$ cat src/rtl/drt_pkg.sv
`timescale 1ns/1ps
// Package: shared types for the ready/collision tracker.
// Assumes: read strobes are single-cycle pulses supplied by the serial side.
package drt_pkg;
    // Default width of one conversion result.
    localparam int DRT_DATA_W = 24;

    // Decoded read-window status handed from the window tracker to the others.
    typedef struct packed {
        logic busy;    // a read is in progress this cycle (start cycle included)
        logic end_ev;  // the read window closes this cycle
        logic hit;     // a result strobe fell inside the window
    } rdwin_t;
endpackage

$ cat src/rtl/drt_read_window.sv
`timescale 1ns/1ps
// Module: drt_read_window
// Tracks whether a data-register read is open and keeps the sticky collision flag.
// Assumes: rd_end only counts while a read is open or is opening in the same cycle.
module drt_read_window
    import drt_pkg::*;
(
    input  logic   clk,
    input  logic   rst_n,
    input  logic   rd_start,
    input  logic   rd_end,
    input  logic   conv_done,
    output rdwin_t win,
    output logic   collision
);
    logic reading_q;
    logic coll_q;

    // Combine the registered window state with the strobes of this cycle.
    always_comb begin
        win.busy   = reading_q | rd_start;
        win.end_ev = rd_end & win.busy;
        win.hit    = conv_done & win.busy;
    end

    // Open the window on rd_start and close it on rd_end.
    always_ff @(posedge clk) begin
        if (!rst_n)          reading_q <= 1'b0;
        else if (win.end_ev) reading_q <= 1'b0;
        else if (rd_start)   reading_q <= 1'b1;
    end

    // Set the collision flag on a hit; otherwise clear it when a read starts.
    always_ff @(posedge clk) begin
        if (!rst_n)        coll_q <= 1'b0;
        else if (win.hit)  coll_q <= 1'b1;
        else if (rd_start) coll_q <= 1'b0;
    end

    assign collision = coll_q;

    a_r4_hit_sets_collision: assert property (@(posedge clk) disable iff (!rst_n)
        (conv_done && (reading_q || rd_start)) |=> coll_q);
    a_r7_start_clears_collision: assert property (@(posedge clk) disable iff (!rst_n)
        (rd_start && !conv_done) |=> !coll_q);
endmodule

$ cat src/rtl/drt_capture.sv
`timescale 1ns/1ps
// Module: drt_capture
// Holds the data register and a shadow register for results that arrive mid-read.
// Assumes: the data register must stay frozen for the whole read window.
module drt_capture
    import drt_pkg::*;
#(
    parameter int DATA_W = DRT_DATA_W
) (
    input  logic              clk,
    input  logic              rst_n,
    input  logic              conv_done,
    input  logic [DATA_W-1:0] conv_data,
    input  rdwin_t            win,
    output logic [DATA_W-1:0] data_q,
    output logic              idle_load,
    output logic              end_fresh
);
    logic [DATA_W-1:0] shadow_q;
    logic              shadow_vld_q;

    // A load outside a read, and whether fresh data exists when a read closes.
    always_comb begin
        idle_load = conv_done & ~win.busy;
        end_fresh = win.end_ev & (conv_done | shadow_vld_q);
    end

    // Hold mid-read results in the shadow register; the latest one wins.
    always_ff @(posedge clk) begin
        if (!rst_n) begin
            shadow_q     <= '0;
            shadow_vld_q <= 1'b0;
        end else if (win.end_ev) begin
            shadow_vld_q <= 1'b0;
        end else if (win.hit) begin
            shadow_q     <= conv_data;
            shadow_vld_q <= 1'b1;
        end
    end

    // Update the data register: direct when idle, from the newest result at read end.
    always_ff @(posedge clk) begin
        if (!rst_n)                          data_q <= '0;
        else if (win.end_ev && conv_done)    data_q <= conv_data;
        else if (win.end_ev && shadow_vld_q) data_q <= shadow_q;
        else if (idle_load)                  data_q <= conv_data;
    end

    a_r5_frozen_in_read: assert property (@(posedge clk) disable iff (!rst_n)
        (win.busy && !win.end_ev) |=> $stable(data_q));
    a_r1_idle_capture: assert property (@(posedge clk) disable iff (!rst_n)
        (conv_done && !win.busy) |=> (data_q == $past(conv_data)));
    a_r9_latest_shadowed: assert property (@(posedge clk) disable iff (!rst_n)
        (win.hit && !win.end_ev) |=> (shadow_vld_q && shadow_q == $past(conv_data)));
endmodule

$ cat src/rtl/drt_flags.sv
`timescale 1ns/1ps
// Module: drt_flags
// Ready flag with a one-cycle gap inserted when an unread result is replaced.
// Assumes: the load and read-end qualifiers come from drt_capture/drt_read_window.
module drt_flags (
    input  logic clk,
    input  logic rst_n,
    input  logic idle_load,
    input  logic end_ev,
    input  logic end_fresh,
    output logic ready
);
    logic ready_q;
    logic gap_q;

    // Sequence ready: a read end decides it, an overwrite opens a gap, and the gap then closes.
    always_ff @(posedge clk) begin
        if (!rst_n) begin
            ready_q <= 1'b0;
            gap_q   <= 1'b0;
        end else if (end_ev) begin
            ready_q <= end_fresh;
            gap_q   <= 1'b0;
        end else if (idle_load) begin
            if (ready_q || gap_q) begin
                ready_q <= 1'b0;
                gap_q   <= 1'b1;
            end else begin
                ready_q <= 1'b1;
            end
        end else if (gap_q) begin
            ready_q <= 1'b1;
            gap_q   <= 1'b0;
        end
    end

    assign ready = ready_q;

    a_r3_overwrite_gap: assert property (@(posedge clk) disable iff (!rst_n)
        (idle_load && !end_ev && ready_q) |=> (!ready_q && gap_q));
    a_r3_gap_closes: assert property (@(posedge clk) disable iff (!rst_n)
        (gap_q && !end_ev && !idle_load) |=> ready_q);
    a_r2_read_clears: assert property (@(posedge clk) disable iff (!rst_n)
        (end_ev && !end_fresh) |=> !ready_q);
endmodule

$ cat src/rtl/drt_ready_tracker.sv
`timescale 1ns/1ps
// Module: drt_ready_tracker (top)
// Tracks whether the result register is unread, drives the active-low interrupt and
// the active-high status bit, and flags reads that overlap a new result.
// Assumes: all strobes are synchronous to clk and one cycle wide.
module drt_ready_tracker
    import drt_pkg::*;
#(
    parameter int DATA_W = DRT_DATA_W
) (
    input  logic              clk,
    input  logic              rst_n,
    input  logic              conv_done,
    input  logic [DATA_W-1:0] conv_data,
    input  logic              rd_start,
    input  logic              rd_end,
    output logic              int_n,
    output logic              drdy,
    output logic [DATA_W-1:0] data_out,
    output logic              collision
);
    rdwin_t win;
    logic   idle_load;
    logic   end_fresh;
    logic   ready;

    drt_read_window u_win (
        .clk       (clk),
        .rst_n     (rst_n),
        .rd_start  (rd_start),
        .rd_end    (rd_end),
        .conv_done (conv_done),
        .win       (win),
        .collision (collision)
    );

    drt_capture #(.DATA_W(DATA_W)) u_cap (
        .clk       (clk),
        .rst_n     (rst_n),
        .conv_done (conv_done),
        .conv_data (conv_data),
        .win       (win),
        .data_q    (data_out),
        .idle_load (idle_load),
        .end_fresh (end_fresh)
    );

    drt_flags u_flags (
        .clk       (clk),
        .rst_n     (rst_n),
        .idle_load (idle_load),
        .end_ev    (win.end_ev),
        .end_fresh (end_fresh),
        .ready     (ready)
    );

    // Present the ready state in both polarities.
    always_comb begin
        drdy  = ready;
        int_n = ~ready;
    end

    a_r6_end_hit_ready: assert property (@(posedge clk) disable iff (!rst_n)
        (win.end_ev && conv_done) |=> (drdy && collision && data_out == $past(conv_data)));
    a_r5_collided_read_ready: assert property (@(posedge clk) disable iff (!rst_n)
        (win.end_ev && collision && !rd_start) |=> drdy);
endmodule

$ cat config.mk
export PLATFORM = sky130hd
export DESIGN_NAME = drt_ready_tracker
export DESIGN_NICKNAME = d
export VERILOG_FILES = /design/src/rtl/drt_pkg.sv /design/src/rtl/drt_read_window.sv /design/src/rtl/drt_capture.sv /design/src/rtl/drt_flags.sv /design/src/rtl/drt_ready_tracker.sv
export SDC_FILE = /design/constraint.sdc
export NUM_CORES = 1
export LEC_CHECK = 0
export BUFFER_PORTS_ARGS = -buffer_cell sky130_fd_sc_hd__buf_4
export CAP_MARGIN = 30
export CORE_MARGIN = 5
export CORE_UTILIZATION = 45
export DETAILED_ROUTE_END_ITERATION = 10
export GPL_ROUTABILITY_DRIVEN = 0
export PLACE_DENSITY_LB_ADDON = 0.15
export REMOVE_ABC_BUFFERS = 1
export SLEW_MARGIN = 0
export SYNTH_ARGS = -nofsm -noshare
export SYNTH_HDL_FRONTEND = slang
export SYNTH_HIERARCHICAL = 1
export SYNTH_SLANG_ARGS = --single-unit
$ cat constraint.sdc
create_clock -name clk -period 1.7 [get_ports clk]
set_input_delay 0.255 -clock clk [delete_from_list [all_inputs] [get_ports clk]]
set_output_delay 0.255 -clock clk [all_outputs]
set_load 0.1 [all_outputs]
==> run metrics <==
Sink Count=53; clk_lat worst skew=0.31 ns; Nets=302; first-pass GRT wire length=7510 um; Internal Dissipation=1.90 mW; hold depth=2; area occupied by multi-input gates=968 um^2; Comb pwr share=0.283; Die Wd=78.8 um; fmax=0.633 GHz; mean post-synth cell area=9.87 um^2; drt first pass iters=4; Yosys Warn Count=6; area delta synth->final=28.3%; Root Buffer=clkbuf_8; reg2reg path depth=7; Pleak=1.12 nW; post-synthesis cell type count=22; GRT met1 Usage=0.204; max cap viols=0; Routed wire per std cell=14.0 um; final setup vio count=0; Num CTS Buffers=5; Worst-path clk slew=0.09 ns; post-synthesis sequential area ratio=0.498; Port-buffer cells=55; row count=25; initial antenna violation count=0; fin crit share=0.930; total power=2.95 mW; worst path required time=1.91 ns; design area=2740 um^2; Worst Tran Pin Value=0.576 ns; met3 Resource Use GR=0.0454; Placed Area=2630 um^2; Layout Utilization=0.587; hold crit path type=input port to flip-flop; RSZ-0062 raised after global routing=false; largest net degree at the start of global routing=55; Max Slew Vio Count=0; Sw Ratio=0.355; filler instances=428; Crit. End Element=flip-flop; CTS tree=yes; Cell Area, Synth=2130 um^2; vias in the first global route=1579; Relative slew margins=0.616; routing usage on met2=0.228; Place WS=0.0156 ns; Synth Instances=216; Max clock buf depth=2; Crit Path Class=flip-flop to flip-flop; DRT iter0 DRCs=51; drt drc=0; clock skew=0.00697 ns; die area=6210 um^2; sequential share of power=0.466; critical path launch point type=flip-flop; Avg Vias per Cell=5.23; dpl hpwl=3160 um; Routed WL=4590 um; outcome=finished clean; Sum Neg Setup Slack=0 ns; CP Max Fanout=12; GRT Total Usage=0.150; post-layout min period=1.58 ns; IO Count=56; #FFs+latches synth=53; GRT busiest layer=met2; register area=1060 um^2; layout cells sized above 1=0.307; Clock Power Share=0.250; Arr. time, crit path=1.79 ns; # H-tree levels=2; core area=4660 um^2; via count=1716; Fin. Hold Viols=0; Die H=78.8 um; Setup WS post-layout=0.119 ns; initial core utilization=0.457; Final ANT Viol Nets=0; Remaining Overflow, GRT=0; Psw=1.05 mW; Peak VDD IR=0.565 mV; PwrDens=1080 nW/um^2; number of antenna diodes=0
[kinds of logic (layout without fill, tap and decap cells)]
kind of cell | after synthesis | after routing | synth area share
AO/OA/AOI/OAI | 76 | 76 | 0.309
buffers and inverters | 21 | 79 | 0.0511
flip-flops | 53 | 53 | 0.498
AND/OR/NAND/NOR | 66 | 66 | 0.142
[synthesized netlist by cell type]
cell type / n / share of area
a21boi_0: 11 / 0.039
a21boi_1: 13 / 0.046
buf_2: 6 / 0.014
buf_6: 3 / 0.016
clkbuf_1: 9 / 0.016
dfxtp_1: 53 / 0.50
inv_1: 3 / 0.0053
nand2_1: 49 / 0.086
nand2b_1: 3 / 0.0088
nand3b_1: 2 / 0.0070
nor2_1: 2 / 0.0035
nor2_4: 1 / 0.0053
nor2b_1: 4 / 0.012
nor3b_1: 2 / 0.0070
nor3b_2: 1 / 0.0059
o2111a_1: 1 / 0.0053
o21a_1: 25 / 0.088
o21ai_1: 2 / 0.0047
o221a_1: 20 / 0.11
o221a_2: 4 / 0.021
or2_1: 1 / 0.0029
or4_1: 1 / 0.0035
[layer usage]
metal	wire, um	part of all wire
met1	2150	0.47
met2	2070	0.45
met3	315	0.069
met4	51	0.011
met5	0	0
[state kept, by name (all words and copies together) (netlist names)]
name / cells
u_win/reading_q: 1
u_cap/data_q: 24
u_flags/ready: 1
u_cap/shadow_vld_q: 1
u_win/collision: 1
u_flags/gap_q: 1
u_cap/shadow_q: 24
[critical path, cell delays in order, from the launching register on]
cell	delay [ns]
dfxtp_1	0.33
nor2_4	0.11
nor2b_1	0.10
buf_4	0.15
o21a_1	0.10
or2_1	0.23
buf_4	0.19
o221a_2	0.27
[layout by cell type (no fill, tap or decap), types with 4 or more instances in the layout]
| cell type | n |
|---|---|
| clkbuf_8 | 6 |
| o221a_1 | 20 |
| a21boi_0 | 11 |
| nand2_1 | 49 |
| dfxtp_1 | 53 |
| a21boi_1 | 13 |
| buf_4 | 66 |
| o21a_1 | 25 |
| o221a_2 | 4 |
[stage by stage]
stage,cells,hold WS [ns]
CTS,327,0.0979
finish,328,0.109
global placement,318,0.430
detailed placement,319,0.430
global route,328,0.0890
floorplan,198,0.325
[what timing repair did]
action / CTS / global route
hold buffers: 0 / 0
endpoints found under the setup margin: 0 / 9
gates resized for setup: 0 / 0
buffers inserted: 0 / 1
[path summary, 6_finish.rpt]
kind	from	to	slack, ns
max	u_win/reading_q	u_cap/data_q[1]	0.12
min	rd_end	u_win/reading_q	0.11
max reg2reg	u_win/reading_q	u_cap/data_q[1]	0.12
min reg2reg	u_cap/shadow_q[17]	u_cap/shadow_q[17]	0.46
[final cells by class]
cell class                 count  share of cell area
multi-input combinational    142               0.354
sequential                    53               0.388
inverter                       3             0.00412
clock inverter                 2             0.00503
tap                           54              0.0247
clock buffer                   6              0.0302
timing repair buffer          68               0.194
[power groups by stage]
stage          registers [mW]  logic, mW  clock network [mW]
2_1_floorplan            1.80      0.190                   0
3_3_place_gp             1.40      0.829                   0
3_5_place_dp             1.40      0.842                   0
4_1_cts                  1.38      0.841               0.770
5_1_grt                  1.39      0.876               0.828
6_report                 1.38      0.837               0.739
Note: power is estimated with default switching activity, not from simulation.
